<file path="src/rtl/blkxfer_pkg.sv">
package blkxfer_pkg;

  typedef enum logic [2:0] {
    ST_IDLE = 3'd0,
    ST_REQ  = 3'd1,
    ST_RESP = 3'd2,
    ST_WB   = 3'd3,
    ST_FIN  = 3'd4
  } xfer_st_e;

endpackage

</file>
<file path="src/rtl/blkxfer_ctrl.sv">
module blkxfer_ctrl
  import blkxfer_pkg::*;
#(
  parameter int IDX_W = 4
) (
  input  logic             clk,
  input  logic             rst_n,
  input  logic             start_i,
  input  logic             store_i,
  input  logic             autoinc_i,
  input  logic [IDX_W-1:0] last_idx_i,
  input  logic             mem_ready_i,
  input  logic             mem_rvalid_i,
  output xfer_st_e         state_o,
  output logic [IDX_W-1:0] cur_idx_o,
  output logic             store_o,
  output logic             autoinc_o,
  output logic             launch_o,
  output logic             step_o,
  output logic             busy_o,
  output logic             done_o
);

  xfer_st_e         state_q, state_d;
  logic [IDX_W-1:0] cur_q;
  logic             store_q, ai_q;
  logic             cur_last, xfer_end;

  // state to enter once one word transfer completes
  function automatic xfer_st_e after_xfer(input logic last, input logic ai);
    if (!last)  return ST_REQ;
    else if (ai) return ST_WB;
    else         return ST_FIN;
  endfunction

  function automatic logic [IDX_W-1:0] dec_idx(input logic [IDX_W-1:0] idx);
    return idx - IDX_W'(1);
  endfunction

  assign cur_last = (cur_q == '0);
  assign launch_o = (state_q == ST_IDLE) && start_i;
  assign xfer_end = ((state_q == ST_REQ) && mem_ready_i && store_q) ||
                    ((state_q == ST_RESP) && mem_rvalid_i);
  assign step_o   = xfer_end && !cur_last;

  always_comb begin
    state_d = state_q;
    unique case (state_q)
      ST_IDLE: if (start_i) state_d = ST_REQ;
      ST_REQ:  if (mem_ready_i) state_d = store_q ? after_xfer(cur_last, ai_q) : ST_RESP;
      ST_RESP: if (mem_rvalid_i) state_d = after_xfer(cur_last, ai_q);
      ST_WB:   state_d = ST_FIN;
      ST_FIN:  state_d = ST_IDLE;
      default: state_d = ST_IDLE;
    endcase
  end

  always_ff @(posedge clk or negedge rst_n) begin
    if (!rst_n) begin
      state_q <= ST_IDLE;
      cur_q   <= '0;
      store_q <= 1'b0;
      ai_q    <= 1'b0;
    end else begin
      state_q <= state_d;
      if (launch_o) begin
        cur_q   <= last_idx_i;
        store_q <= store_i;
        ai_q    <= autoinc_i;
      end else if (step_o) begin
        cur_q <= dec_idx(cur_q);
      end
    end
  end

  assign state_o   = state_q;
  assign cur_idx_o = cur_q;
  assign store_o   = store_q;
  assign autoinc_o = ai_q;
  assign busy_o    = (state_q != ST_IDLE);
  assign done_o    = (state_q == ST_FIN);

  AST_DONE_PULSE: assert property (@(posedge clk) disable iff (!rst_n)
    done_o |=> !done_o && !busy_o);

  AST_CFG_LOCK: assert property (@(posedge clk) disable iff (!rst_n)
    busy_o |=> $stable(store_q) && $stable(ai_q));

  AST_WAIT_READY: assert property (@(posedge clk) disable iff (!rst_n)
    (state_q == ST_REQ) && !mem_ready_i |=> (state_q == ST_REQ) && $stable(cur_q));

endmodule

</file>
<file path="src/rtl/blkxfer_addr.sv">
module blkxfer_addr #(
  parameter int XLEN = 32
) (
  input  logic            clk,
  input  logic            rst_n,
  input  logic            launch_i,
  input  logic            step_i,
  input  logic            pfx_valid_i,
  input  logic [XLEN-1:0] pfx_addr_i,
  input  logic [XLEN-1:0] base_val_i,
  output logic [XLEN-1:0] addr_o,
  output logic [XLEN-1:0] start_o,
  output logic [XLEN-1:0] after_o
);

  localparam int WORD_BYTES = XLEN / 8;

  logic [XLEN-1:0] addr_q, start_q;

  function automatic logic [XLEN-1:0] pick_start(input logic pv,
                                                 input logic [XLEN-1:0] pa,
                                                 input logic [XLEN-1:0] base);
    return pv ? pa : base;
  endfunction

  function automatic logic [XLEN-1:0] add_word(input logic [XLEN-1:0] a);
    return a + XLEN'(WORD_BYTES);
  endfunction

  always_ff @(posedge clk or negedge rst_n) begin
    if (!rst_n) begin
      addr_q  <= '0;
      start_q <= '0;
    end else if (launch_i) begin
      addr_q  <= pick_start(pfx_valid_i, pfx_addr_i, base_val_i);
      start_q <= pick_start(pfx_valid_i, pfx_addr_i, base_val_i);
    end else if (step_i) begin
      addr_q <= add_word(addr_q);
    end
  end

  assign addr_o  = addr_q;
  assign start_o = start_q;
  assign after_o = add_word(addr_q);

  AST_ADDR_STEP: assert property (@(posedge clk) disable iff (!rst_n)
    step_i && !launch_i |=> addr_q - $past(addr_q) == XLEN'(WORD_BYTES));

  AST_START_HELD: assert property (@(posedge clk) disable iff (!rst_n)
    !launch_i |=> $stable(start_q));

endmodule

</file>
<file path="src/rtl/blkxfer_data.sv">
module blkxfer_data
  import blkxfer_pkg::*;
#(
  parameter int XLEN  = 32,
  parameter int IDX_W = 4
) (
  input  logic             clk,
  input  logic             rst_n,
  input  logic             launch_i,
  input  logic [IDX_W-1:0] src_idx_i,
  input  logic             pfx_valid_i,
  input  xfer_st_e         state_i,
  input  logic [IDX_W-1:0] cur_idx_i,
  input  logic             store_i,
  input  logic             autoinc_i,
  input  logic [XLEN-1:0]  rf_rdata_i,
  input  logic [XLEN-1:0]  start_i,
  input  logic [XLEN-1:0]  after_i,
  input  logic             mem_rvalid_i,
  input  logic [XLEN-1:0]  mem_rdata_i,
  output logic [XLEN-1:0]  mem_wdata_o,
  output logic             rf_we_o,
  output logic [IDX_W-1:0] rf_waddr_o,
  output logic [XLEN-1:0]  rf_wdata_o
);

  logic [IDX_W-1:0] src_q;
  logic             pfx_q;
  logic             load_wr, base_wr;

  // word placed on the bus for one store access
  function automatic logic [XLEN-1:0] store_word(input logic pfx, input logic ai,
                                                 input logic [IDX_W-1:0] cur,
                                                 input logic [IDX_W-1:0] src,
                                                 input logic [XLEN-1:0] regval,
                                                 input logic [XLEN-1:0] start);
    if (pfx && ai && (cur == src)) return start;
    return regval;
  endfunction

  // value left in the source register after the sweep
  function automatic logic [XLEN-1:0] base_result(input logic pfx,
                                                  input logic [XLEN-1:0] start,
                                                  input logic [XLEN-1:0] after);
    return pfx ? start : after;
  endfunction

  always_ff @(posedge clk or negedge rst_n) begin
    if (!rst_n) begin
      src_q <= '0;
      pfx_q <= 1'b0;
    end else if (launch_i) begin
      src_q <= src_idx_i;
      pfx_q <= pfx_valid_i;
    end
  end

  assign load_wr = (state_i == ST_RESP) && mem_rvalid_i;
  assign base_wr = (state_i == ST_WB);

  assign mem_wdata_o = store_i ? store_word(pfx_q, autoinc_i, cur_idx_i, src_q,
                                            rf_rdata_i, start_i) : '0;

  always_comb begin
    rf_we_o    = 1'b0;
    rf_waddr_o = '0;
    rf_wdata_o = '0;
    if (load_wr) begin
      rf_we_o    = 1'b1;
      rf_waddr_o = cur_idx_i;
      rf_wdata_o = mem_rdata_i;
    end else if (base_wr) begin
      rf_we_o    = 1'b1;
      rf_waddr_o = src_q;
      rf_wdata_o = base_result(pfx_q, start_i, after_i);
    end
  end

  AST_LOAD_ONLY_WR: assert property (@(posedge clk) disable iff (!rst_n)
    load_wr |-> !store_i);

  AST_WB_NEEDS_AI: assert property (@(posedge clk) disable iff (!rst_n)
    base_wr |-> autoinc_i);

endmodule

</file>
<file path="src/rtl/blkxfer_seq.sv">
module blkxfer_seq
  import blkxfer_pkg::*;
#(
  parameter int XLEN  = 32,
  parameter int IDX_W = 4
) (
  input  logic             clk,
  input  logic             rst_n,
  input  logic             start_i,
  input  logic             store_i,
  input  logic [IDX_W-1:0] last_idx_i,
  input  logic [IDX_W-1:0] src_idx_i,
  input  logic             autoinc_i,
  input  logic             pfx_valid_i,
  input  logic [XLEN-1:0]  pfx_addr_i,
  output logic             busy_o,
  output logic             done_o,
  output logic [IDX_W-1:0] rf_raddr_o,
  input  logic [XLEN-1:0]  rf_rdata_i,
  output logic [IDX_W-1:0] rf_baddr_o,
  input  logic [XLEN-1:0]  rf_bdata_i,
  output logic             rf_we_o,
  output logic [IDX_W-1:0] rf_waddr_o,
  output logic [XLEN-1:0]  rf_wdata_o,
  output logic             mem_req_o,
  output logic             mem_we_o,
  output logic [XLEN-1:0]  mem_addr_o,
  output logic [XLEN-1:0]  mem_wdata_o,
  input  logic             mem_ready_i,
  input  logic             mem_rvalid_i,
  input  logic [XLEN-1:0]  mem_rdata_i
);

  xfer_st_e         state;
  logic [IDX_W-1:0] cur_idx;
  logic             store_q, ai_q, launch, step;
  logic [XLEN-1:0]  cur_addr, start_addr, after_addr;

  blkxfer_ctrl #(.IDX_W(IDX_W)) u_ctrl (
    .clk          (clk),
    .rst_n        (rst_n),
    .start_i      (start_i),
    .store_i      (store_i),
    .autoinc_i    (autoinc_i),
    .last_idx_i   (last_idx_i),
    .mem_ready_i  (mem_ready_i),
    .mem_rvalid_i (mem_rvalid_i),
    .state_o      (state),
    .cur_idx_o    (cur_idx),
    .store_o      (store_q),
    .autoinc_o    (ai_q),
    .launch_o     (launch),
    .step_o       (step),
    .busy_o       (busy_o),
    .done_o       (done_o)
  );

  blkxfer_addr #(.XLEN(XLEN)) u_addr (
    .clk         (clk),
    .rst_n       (rst_n),
    .launch_i    (launch),
    .step_i      (step),
    .pfx_valid_i (pfx_valid_i),
    .pfx_addr_i  (pfx_addr_i),
    .base_val_i  (rf_bdata_i),
    .addr_o      (cur_addr),
    .start_o     (start_addr),
    .after_o     (after_addr)
  );

  blkxfer_data #(.XLEN(XLEN), .IDX_W(IDX_W)) u_data (
    .clk          (clk),
    .rst_n        (rst_n),
    .launch_i     (launch),
    .src_idx_i    (src_idx_i),
    .pfx_valid_i  (pfx_valid_i),
    .state_i      (state),
    .cur_idx_i    (cur_idx),
    .store_i      (store_q),
    .autoinc_i    (ai_q),
    .rf_rdata_i   (rf_rdata_i),
    .start_i      (start_addr),
    .after_i      (after_addr),
    .mem_rvalid_i (mem_rvalid_i),
    .mem_rdata_i  (mem_rdata_i),
    .mem_wdata_o  (mem_wdata_o),
    .rf_we_o      (rf_we_o),
    .rf_waddr_o   (rf_waddr_o),
    .rf_wdata_o   (rf_wdata_o)
  );

  assign rf_raddr_o = cur_idx;
  assign rf_baddr_o = src_idx_i;
  assign mem_req_o  = (state == ST_REQ);
  assign mem_we_o   = store_q;
  assign mem_addr_o = cur_addr;

  AST_REQ_HOLD: assert property (@(posedge clk) disable iff (!rst_n)
    mem_req_o && !mem_ready_i |=> mem_req_o && $stable(mem_addr_o) && $stable(mem_wdata_o));

  AST_NO_WR_COLLIDE: assert property (@(posedge clk) disable iff (!rst_n)
    !(rf_we_o && mem_req_o));

  AST_DONE_QUIET: assert property (@(posedge clk) disable iff (!rst_n)
    done_o |-> !mem_req_o && !rf_we_o);

  AST_DIR_STABLE: assert property (@(posedge clk) disable iff (!rst_n)
    mem_req_o && $past(mem_req_o) |-> $stable(mem_we_o));

endmodule

</file>
<file path="config.mk">
export PLATFORM = sky130hd
export DESIGN_NAME = blkxfer_seq
export DESIGN_NICKNAME = d
export VERILOG_FILES = /design/src/rtl/blkxfer_pkg.sv /design/src/rtl/blkxfer_ctrl.sv /design/src/rtl/blkxfer_addr.sv /design/src/rtl/blkxfer_data.sv /design/src/rtl/blkxfer_seq.sv
export SDC_FILE = /design/constraint.sdc
export NUM_CORES = 1
export LEC_CHECK = 0
export ABC_AREA = 0
export BUFFER_PORTS_ARGS = -buffer_cell sky130_fd_sc_hd__buf_2
export CAP_MARGIN = 15
export CORE_MARGIN = 3
export CORE_UTILIZATION = 48
export CTS_CLUSTER_DIAMETER = 150
export DETAILED_ROUTE_END_ITERATION = 16
export PLACE_DENSITY = 0.92
export SYNTH_ARGS = -nofsm -noshare
export SYNTH_HDL_FRONTEND = slang
export SYNTH_SLANG_ARGS = --single-unit
</file>
<file path="constraint.sdc">
create_clock -name clk -period 2.3 [get_ports clk]
set_clock_uncertainty 0.05 [all_clocks]
set_input_delay 0.46 -clock clk [delete_from_list [all_inputs] [get_ports clk]]
set_output_delay 0.46 -clock clk [all_outputs]
set_load 0.1 [all_outputs]
</file>
==> results of run 1 <==
-- synth_stat cells (2+ instances only) --
library cell	instances	area [um^2]
or4_1	2	15.0
buf_1	5	18.8
clkbuf_1	37	139
a22oi_1	23	173
nand3_1	14	70.1
nand2b_1	3	18.8
nor2_1	76	285
buf_2	9	45.0
and3_1	9	56.3
nor2b_1	65	407
and2_1	8	50.1
xor2_1	28	245
a211oi_1	35	263
nand4_1	12	75.1
dfrtp_1	78	1950
o31ai_1	2	15.0
nand2_1	61	229
a311oi_1	6	52.6
a21oi_1	31	155
o21a_1	5	37.5
buf_4	5	37.5
a31oi_1	3	18.8
nor4_1	7	43.8
a22o_1	7	61.3
inv_1	4	15.0
mux2i_1	38	380
nor3_1	8	40.0
ha_1	3	37.5
o21ai_0	38	190
xnor2_1	29	254
and4_1	5	43.8
nand4b_1	3	26.3
nand4_2	2	25.0
-- stage by stage --
| stage | cell area [um^2] | hold WS, ns | setup WS, ns | cells | TNS [ns] |
|---|---|---|---|---|---|
| 2_1_floorplan | 6620 | 0.114 | -0.549 | 671 | -19.91 |
| 4_1_cts | 10500 | 0.0398 | -0.330 | 1135 | -15.53 |
| 3_5_place_dp | 9440 | 0.390 | -0.105 | 1084 | -1.32 |
| 3_3_place_gp | 9440 | 0.391 | -0.0817 | 1084 | -0.290 |
-- kinds of logic after synthesis --
logic type / count (synthesis)
flip-flops: 78
AND/OR/NAND/NOR: 282
adder cells (fa/ha/maj): 3
AO/OA/AOI/OAI: 153
buffers and inverters: 60
XOR/XNOR: 57
multiplexers: 38
-- repair_timing --
| item | 4_1_cts |
|---|---|
| pin swaps | 55 |
| cloned | 1 |
| setup buffers | 35 |
| endpoints found under the hold margin | 0 |
| setup endpoints to repair | 69 |
| resized for setup | 106 |
==> reports/results.txt, run 1 <==
Yosys printed 0 warnings. The compound-gate portion of the synthesized area works out to 17.8%. For this run, asynchronously set or reset flops after synthesis account for 100%. The first error in the log reads "[ERROR DPL-0038] Utilization greater than 100%, impossible to legalize". The count of input and output buffers works out to 256.

The die is 114 um wide. The mux cell area share after synthesis was 6.83%. The sequential cell area fraction in the yosys report came out at 35.1%. Summing the areas of all xor and xnor instances in the mapped netlist gives 8.97% of the synthesized area. The tools report the number of placement rows as 38. In the global-route stage, repair_timing last flagged the worst endpoint as mem_wdata_o[30]. At the end of routability-driven placement, the weighted congestion stood at 0.918. The tools report the TritonCTS sink count as 78. For this run, the leading register cell type out of synthesis is dfrtp_1. Synthesis instantiated 43 different standard cells from the library. A synthesized cell averages 8.30 um^2. Synthesis handed over a netlist of 671 instances. The run gives 257 as the I/O pin count. The main combinational cell family by area after synthesis was simple AND/OR/NAND/NOR gates. The number of nets in the synthesized netlist is 818. The run stopped with a tool error. The initial core utilization is 50.3%.

CTS built an H-tree with a depth of 3. The clock root buffer was clkbuf_16. The clock passes through at most 2 buffers. In this run, synthesis inferred 0 flip-flops with an integrated enable. The tools report the stage where the run ended as global routing (5_1_grt). The number of hold buffers added after CTS was 0. The number of clock buffers added by TritonCTS is 9. After the last repair the worst path ends at an output port. The synthesized netlist devotes 0.674% of its cell area to adder and majority cells. The die boundary height came out at 114 um.

After legalization and detailed placement, the total HPWL measured 18.1 mm. The number of synthesized register bits was 78. The fraction of the mapped netlist area in simple logic gates came out at 26.1%.

The largest net degree at the start of global routing is 63, and the area of the mapped netlist is 5570 um^2.
==> run 2, diff against run 1 <==
--- a/config.mk
+++ b/config.mk
@@ -9,10 +9,9 @@
 export BUFFER_PORTS_ARGS = -buffer_cell sky130_fd_sc_hd__buf_2
 export CAP_MARGIN = 15
 export CORE_MARGIN = 3
-export CORE_UTILIZATION = 48
-export CTS_CLUSTER_DIAMETER = 150
+export CORE_UTILIZATION = 40
 export DETAILED_ROUTE_END_ITERATION = 16
-export PLACE_DENSITY = 0.92
+export PLACE_DENSITY_LB_ADDON = 0.15
 export SYNTH_ARGS = -nofsm -noshare
 export SYNTH_HDL_FRONTEND = slang
 export SYNTH_SLANG_ARGS = --single-unit
==> run 2 against run 1 <==
  * The flow now finishes, with violations (negative setup slack)
  * Synthesized area unchanged
  * Synthesized cell count stayed put
==> reports/results.txt, run 2 <==
The run finished, with violations left. The final reports fail on negative setup slack. The logs give 43 (unchanged) for the number of different library cells in the post-synthesis netlist and 1,113 (+2.7%) for the number of placed instances with taps included. The average cell area after synthesis was 8.30 um^2 (unchanged); the via count was 6,487.

At the pin with the least slew margin, the transition time is 0.612 ns. The share of the synthesized area in the top cell type is 35.1% (unchanged). The logs give 257 (unchanged) for the I/O pin count and -18.11 ns for the total negative slack for setup checks. The path type of the worst setup path was reg2out. The sequential cell area fraction in the yosys report is 35.1% (unchanged).

The largest net degree at the start of global routing was 63. In this run the critical register-to-register path is launched from u_ctrl.cur_idx_o[0]. Post-detailed-route wirelength per cell: 20.1 um. The number of enable flip-flop cells after synthesis is 0 (unchanged), and the CTS buffer count is 9 (unchanged). The count of final setup violators is 61.

The clock root buffer was clkbuf_16. The die boundary height is 124 um (+9.0%), and the static leakage is 4.56 nW. VDD sags by at most 898 uV. The tools report the via count of the first global-routing pass as 6,717. TritonCTS built the clock tree. In the layout the commonest cells are 186 x buf_2, 83 x buf_12, 71 x nor2_1.

The run gives 78 (unchanged) as the TritonCTS sink count. Power density relative to cell area: 1630 nW/um^2. For the initial core utilization, the log shows 41.4% (-8.9 points). After synthesis, the most frequently instantiated cells are 78 x dfrtp_1, 76 x nor2_1, 65 x nor2b_1, 61 x nand2_1.

Weighted congestion reported at the end of routability-driven placement: 0.851 (-7.4%). The minimum clock period was 2.71 ns; the worst endpoint required time was 1.79 ns. After the last flow step, the layout net total stands at 1,131. The reg-to-reg setup timing slack came out at -0.01 ns.

In this run the worst setup path begins at u_ctrl.cur_idx_o[0]. Fraction of final layout cells sized beyond drive strength 1: 58.8%. The number of placement rows is 42 (+11%). Data arrives at the worst endpoint at 2.20 ns. The path class of the tightest hold or removal check is in2async. The count of mapped cells out of synthesis came out at 671 (unchanged).

The biggest area consumer among synthesized cells is dfrtp_1. The run gives 0 as the count of endpoints failing hold in the final timing report. In this run the critical register-to-register path is captured at u_addr.addr_o[31]. The maximum achievable frequency is 0.369 GHz, and the switching portion of total power is 58.2%. After detailed routing, the total wire length is 23.4 mm.

The number of DRC markers in iteration 0 is 433, and the number of synthesized register bits is 78 (unchanged). The tools report the initial antenna violation count as 0. Sequential cells account for 17.7% of the total power. In the routed layout, each cell is associated on average with a via count of 5.57. The type of element launching the critical path was a register. The number of buffers added to fix hold violations after cts was 0 (unchanged); the number of nets with antenna violations after routing was 0. The largest buffer count on any clock path was 2 (unchanged); the portion of total power attributed to combinational logic was 74.5%. Sorting the synthesized cells by area gives the leading types as dfrtp_1 35%, nor2b_1 7.3%, mux2i_1 6.8%. Relative to the synthesized area, the layout overhead comes to 91.2%. 0 antenna diodes ended up in the layout.

Setup repair after global routing could not meet its margin everywhere. The net count after synthesis was 818 (unchanged). The worst reg2reg path depth is 9, and the final critical-path share of the clock period is 118%. The library cell used most frequently in the layout, excluding fill and tap cells, is buf_2. After global routing the overflow that remains totals 0. The maximum net fanout on the critical path is 10, and the switching power is 0.0101 W. The clock transition at the registers of the reported paths came out at 0.06 ns. The logs give 3 (unchanged) for the H-tree depth and 35.5 mm for the wire length of the first global-routing pass.

The most frequent cell after synthesis is dfrtp_1. The headroom to the max-slew limit is 59.2%. For this run, the detailed router's first-pass iteration total came to 5.

The logs give 15,400 um^2 for the total die area and 0 for the number of max-slew violations in the final report. The total number of yosys warnings was 0 (unchanged); the placeable core region was 13,500 um^2. Number of standard cells in the layout, taps in and fillers out: 1,165. The worst setup path is captured at a primary output. The global-route usage over all layers is 29.8%, and the post-placement cell area is 9450 um^2 (about the same).

The die extent in x is 124 um (+9.0%). The post-synthesis async set-or-reset flop share is 100% (unchanged). For the remaining routing DRC violations, the log shows 0.

The area of the mapped netlist was 5570 um^2 (unchanged); the internal power component was 0.00725 W. The relative contribution of the clock network to total power was 7.8%. Most instantiated flip-flop cell in the synthesis netlist: dfrtp_1. The clock insertion delay at the later pin of the skew report was 0.33 ns; the count of input and output buffers was 256 (unchanged).

The logs give -0.407 ns for the setup slack after layout and 10,600 um^2 for the post-route cell area. The number of max-cap violations was 0; the detailed-placement wirelength estimate was 16.2 mm (-10%). In this run the worst setup path terminates at mem_wdata_o[17].
## run 2: cell counts after synthesis
Identical to the previous run, type by type.
## run 2: area by class of cell
type / instances / area (um^2)
tap: 176 / 220
clock buffer: 14 / 264
multi-input combinational: 533 / 4720
inverter: 4 / 15.0
timing repair buffer: 358 / 3360
fill: 866 / 2810
clock inverter: 2 / 10.0
sequential: 78 / 2060
## run 2: logic make-up after synthesis
family,share of synthesized area (%)
buffers and inverters,4.58
AND/OR/NAND/NOR,26.1
adder cells (fa/ha/maj),0.674
flip-flops,35.1
XOR/XNOR,8.97
AO/OA/AOI/OAI,17.8
multiplexers,6.83
## run 2: power by group through the flow
stage | sequential [W] | clock (W) | combinational [W]
finish | 0.00307 | 0.00135 | 0.0129
global route | 0.00316 | 0.00142 | 0.0134
CTS | 0.00300 | 0.00136 | 0.0125
detailed placement | 0.00295 | 0 | 0.0120
global placement | 0.00290 | 0 | 0.0118
floorplan | 0.00531 | 0 | 0.00611
## run 2: worst max-delay path, stage by stage (launching register included)
cell     delay [ns]
dfrtp_4        0.48
xor2_1         0.17
nor3_2         0.23
nand4_1        0.13
buf_6          0.16
buf_12         0.16
mux2i_4        0.20
nor2b_4        0.13
buf_12         0.18
## run 2: per-stage QoR
| stage | hold slack (ns) | worst slack, ns | power (W) | utilization [%] |
|---|---|---|---|---|
| 2_1_floorplan | 0.114 | -0.549 | 0.0114 | - |
| 3_3_place_gp | 0.450 | -0.0630 | 0.0147 | 70.2 |
| 3_5_place_dp | 0.455 | -0.0870 | 0.0149 | 70.2 |
| 4_1_cts | 0.0981 | -0.356 | 0.0169 | 77.0 |
| 5_1_grt | 0.119 | -0.482 | 0.0180 | 79.1 |
| 6_report | 0.0757 | -0.407 | 0.0173 | 79.1 |
## run 2: worst min path at each step
stage / slack (ns) / end
after CTS: 0.1 / u_ctrl.state_o[0]
after global placement: 0.45 / u_ctrl.state_o[0]
after floorplan: 0.11 / u_addr.addr_o[0]
after global routing: 0.12 / u_ctrl.state_o[0]
after detailed placement: 0.45 / u_addr.addr_o[1]
final: 0.08 / u_ctrl.state_o[0]
## run 2: layer usage
layer,wire [um],global-route usage [%]
met1,9320,36.8
met2,12100,52.8
met3,1570,5.31
met4,427,9.72
met5,0,0
## run 2: timing repair
item,CTS,global route
setup endpoints to repair,69,70
pin swaps,39,21
resized for setup,95,35
setup buffers,23,13
gates cloned,1,0
(Power assumes the default switching activity.)
==> run 3, diff against run 2 <==
--- a/config.mk
+++ b/config.mk
@@ -5,7 +5,7 @@
 export SDC_FILE = /design/constraint.sdc
 export NUM_CORES = 1
 export LEC_CHECK = 0
-export ABC_AREA = 0
+export ABC_AREA = 1
 export BUFFER_PORTS_ARGS = -buffer_cell sky130_fd_sc_hd__buf_2
 export CAP_MARGIN = 15
 export CORE_MARGIN = 3
==> run 3 against run 2 <==
  * The flow still finishes with violations (negative setup slack)
  * Sequential share of layout area down 1.5 points
  * Sequential cell count unchanged
  * Sequential power down 2%
  * Critical path depth up 1
  * Core utilization down 0.35 points
  * First-iteration DRC count up 57%
  * Non-clock buffer count down 8
  * Critical endpoint is now rf_wdata_o[10]
  * Cell area up 8.8%
  * Worst setup slack better by 0.097 ns
  * Hold slack better by 0.19 ns
  * Maximum frequency up 3.7%
==> reports/results.txt, run 3 <==
The run finished, with violations left. The checks that failed: negative setup slack. Leading cell type in the layout, fill and taps excluded: nand2_1. The signal arrival time at the worst endpoint came out at 2.10 ns (-0.10 ns). The XOR/XNOR share of the synthesized area came out at 1.45% (-7.5 points).

Setup repair after global routing could not meet its margin everywhere. The run gives 5.14 nW (+13%) as the static leakage. The run gives 78 (unchanged) as the TritonCTS sink count. The cell that appears most often on the critical path is nand2_4. The worst setup path is captured at a primary output. The H-tree depth came out at 3 (unchanged). Type of element launching the critical path: a register.

The average cell area after synthesis is 6.22 um^2 (-25%). The number of placement rows came out at 44 (+4.8%). The run gives 30.2 mm (+29%) as the total detailed-routing wirelength. For the number of different library cells in the post-synthesis netlist, the log shows 34 (-21%). For the largest buffer count on any clock path, the log shows 2 (unchanged). The detailed-route wire length on metal 1 came out at 12.1 mm (+30%). The fraction of final layout cells sized beyond drive strength 1 came out at 54.6% (-4.2 points). Most instantiated flip-flop cell in the synthesis netlist: dfrtp_1. The sequential share of power is 15.7% (-2.0 points). The net count after synthesis came out at 1,121 (+37%).

For the relative contribution of the clock network to total power, the log shows 8.8% (+1.0 points). The post-detailed-route wirelength per cell came out at 20.6 um (+2.5%). In this run the critical register-to-register path is launched from u_ctrl.state_o[2]. The portion of total power attributed to combinational logic is 75.5% (+1.0 points), and the via count of the first global-routing pass is 7,682 (+14%). The fraction of the mapped netlist area in simple logic gates is 36.2% (+10 points), and the wire length of the first global-routing pass is 43.3 mm (+22%). In the layout the commonest cells are 258 x nand2_1, 184 x buf_2, 77 x buf_12. Met3 wire length: 2.45 mm (+56%).

The count of input and output buffers was 256 (unchanged); the count of final setup violators was 59 (-3.3%). The maximum net fanout on the critical path was 5 (-5). For the total congestion overflow after global routing, the log shows 0 (unchanged).

The global-route usage over all layers was 33.5% (+3.7 points). The tools report the number of nets with antenna violations after routing as 0 (unchanged). Of all cell types, the one taking the most synthesized area is dfrtp_1.

The most frequent cell after synthesis is nand2_1. Clock transition at the registers of the reported paths: 0.06 ns (about the same). The number of synthesized register bits is 78 (unchanged), and the detailed-placement wirelength estimate is 19.4 mm (+20%).

The minimum clock period came out at 2.61 ns (-0.0974 ns). The headroom to the max-slew limit is 65.4% (+6.2 points). The worst hold-check path type is in2reg. The detailed-router iteration count before antenna repair was 6 (+1); the switching portion of total power was 60.3% (+2.1 points).

The die extent in x came out at 129 um (+4.1%). The placeable core region is 14,700 um^2 (+9.3%), and the number of antenna diodes is 0 (unchanged). The tools report the startpoint of the worst hold path as store_i. Initial core utilization: 41.2% (-0.19 points). Sorting the synthesized cells by area gives the leading types as dfrtp_1 32%, nand2_1 22%, nor2_1 7.3%.

The maximum achievable frequency is 0.383 GHz (+3.7%). The switching power came out at 0.0116 W (+15%). The average via count per standard cell was 5.55 (-0.26%).

The tools report the total die area as 16,700 um^2 (+8.3%). The internal power component came out at 0.00761 W (+5.0%). The slowest stage of the critical path is the dfrtp_4 cell. The signal on the critical path passes through ha_4 -> nand2_4 -> nor2_4 -> nand2_4 -> xor2_2 -> nand2_1 -> o211ai_1 -> nand2_4 -> buf_12. The via count was 8,142 (+26%).

After synthesis, the most frequently instantiated cells are 351 x nand2_1, 117 x nor2_1, 80 x a21oi_1, 78 x dfrtp_1, 74 x o21ai_0. The final layout net count was 1,424 (+26%). The worst setup path is of the reg2out kind. The tools report the count of mapped cells out of synthesis as 974 (+45%). The count of endpoints failing hold in the final timing report is 0 (unchanged). The number of enable flip-flop cells after synthesis came out at 0 (unchanged). TritonCTS built the clock tree. The origin of the worst setup path is u_addr.addr_o[3]. The end-of-flow core utilization is 78.8% (-0.35 points). The area growth from synthesis to layout was 91.2% (about the same).

The number of max-slew violations in the final report came out at 0 (unchanged). The tools report the clock insertion delay at the later pin of the skew report as 0.34 ns (about the same). By area, the combinational part of the netlist is dominated by simple AND/OR/NAND/NOR gates.

The final hold slack is 0.265 ns (+0.189 ns). For the combined area of the multi-input logic cells, the log shows 5240 um^2 (+11%). The tools report the total number of yosys warnings as 0 (unchanged).

The compound-gate portion of the synthesized area is 19.3% (+1.5 points), and the number of max-cap violations is 0 (unchanged). The die boundary height came out at 129 um (+4.1%). The clock root buffer was clkbuf_16. The remaining routing DRC violations is 0 (unchanged), and the share of the synthesized area in the top cell type is 32.2% (-2.8 points).

The setup slack after layout came out at -0.309 ns (+0.0974 ns). The number of fill cells is 977 (+13%). The post-synthesis async set-or-reset flop share is 100% (unchanged), and the footprint of the flip-flops and latches is 2070 um^2 (+0.42%). The delay of the slowest cell on the worst path came out at 0.51 ns (+0.03 ns). The CTS buffer count was 9 (unchanged); the power density relative to cell area was 1650 nW/um^2 (+1.7%).

The post-synthesis share of cell area spent on full adders, half adders and majority gates came out at 0.620% (-0.054 points). The sequential cell area fraction in the yosys report was 32.2% (-2.8 points); the number of placed instances with taps included was 1,389 (+25%). The transition at the pin with the smallest max-transition slack works out to 0.523 ns (-0.0897 ns). The tools report the wire length on met2 as 14.9 mm (+24%).

The mux cell area share after synthesis came out at 0% (-6.8 points). The largest net degree at the start of global routing came out at 53 (-16%). The number of standard cells in the layout, taps in and fillers out is 1,466 (+26%).

The run gives 0 (unchanged) as the initial antenna violation count. For the area of the mapped netlist, the log shows 6060 um^2 (+8.8%). The logs give 257 (unchanged) for the I/O pin count and 1.79 ns (about the same) for the worst endpoint required time. The final critical-path share of the clock period is 113% (-4.2 points), and the worst ir drop on vdd is 1380 uV (+54%). The number of DRC markers in iteration 0 came out at 680 (+57%).

The weighted congestion reported at the end of routability-driven placement came out at 0.919 (+8.1%). Signal routing reaches up to met4.
[run 3: cell type report]
| cell class | count | area share, % |
|---|---|---|
| clock inverters | 7 | 1.05 |
| well taps | 184 | 1.99 |
| multi-input cells | 765 | 45.3 |
| inverters | 73 | 2.45 |
| flip-flops and latches | 78 | 17.9 |
| repair buffers | 350 | 29.4 |
| clock buffers | 9 | 1.94 |
[run 3: worst paths after layout]
| check | endpoint | slack (ns) | cells past startpoint |
|---|---|---|---|
| max | rf_wdata_o[10] | -0.31 | 9 |
| min | u_ctrl.store_o | 0.26 | 3 |
| max reg2reg | u_addr.addr_o[2] | 0.15 | 10 |
| min reg2reg | u_addr.start_o[31] | 0.51 | 2 |
| max in group asynchronous | u_addr.addr_o[5] | 0.95 | 3 |
| min in group asynchronous | u_addr.start_o[22] | 0.55 | 2 |
[run 3: cell families (layout without fill, tap and decap cells)]
family	count (synthesis)	in the layout
flops	78	78
buf+inv	131	439
fa+ha+maj	3	3
xor+xnor	10	10
compound gates	209	209
simple gates	543	543
[run 3: power groups by stage]
stage / registers, W / logic (W) / clock network, W
2_1_floorplan: 0.00488 / 0.00664 / 0
3_3_place_gp: 0.00288 / 0.0118 / 0
3_5_place_dp: 0.00290 / 0.0119 / 0
4_1_cts: 0.00290 / 0.0135 / 0.00170
5_1_grt: 0.00309 / 0.0151 / 0.00176
6_report: 0.00300 / 0.0145 / 0.00169
[run 3: timing repair]
action,in CTS,in global routing
cloned,10,3
setup endpoints to repair,63,66
resized for setup,161,123
buffers inserted,39,10
hold buffers,1,0
endpoints found under the hold margin,4,0
pin swaps,70,57
[run 3: metrics by stage]
stage | worst slack [ns] | power, W | instance area, um^2 | setup TNS (ns)
after floorplan | -0.209 | 0.0115 | 6870 | -7.46
after global placement | 0.00240 | 0.0147 | 9420 | 0
after detailed placement | -0.0383 | 0.0148 | 9420 | -0.0391
after CTS | -0.234 | 0.0181 | 10900 | -9.08
after global routing | -0.379 | 0.0199 | 11600 | -16.52
final | -0.309 | 0.0192 | 11600 | -12.22
[run 3: worst max-delay path, delay by kind of cell, from the launching register on]
kind / cells / cell delay [ns]
buffers and inverters: 1 / 0.18
AO/OA/AOI/OAI: 1 / 0.20
flip-flops: 1 / 0.51
AND/OR/NAND/NOR: 5 / 0.44
adder cells (fa/ha/maj): 1 / 0.20
XOR/XNOR: 1 / 0.23
[run 3: metal layers]
| metal | up-vias | GRT usage [%] |
|---|---|---|
| met5 | - | 0 |
| li1 | 3728 | - |
| met2 | 405 | 55.3 |
| met3 | 61 | 8.04 |
| met1 | 3948 | 45.1 |
| met4 | 0 | 7.10 |
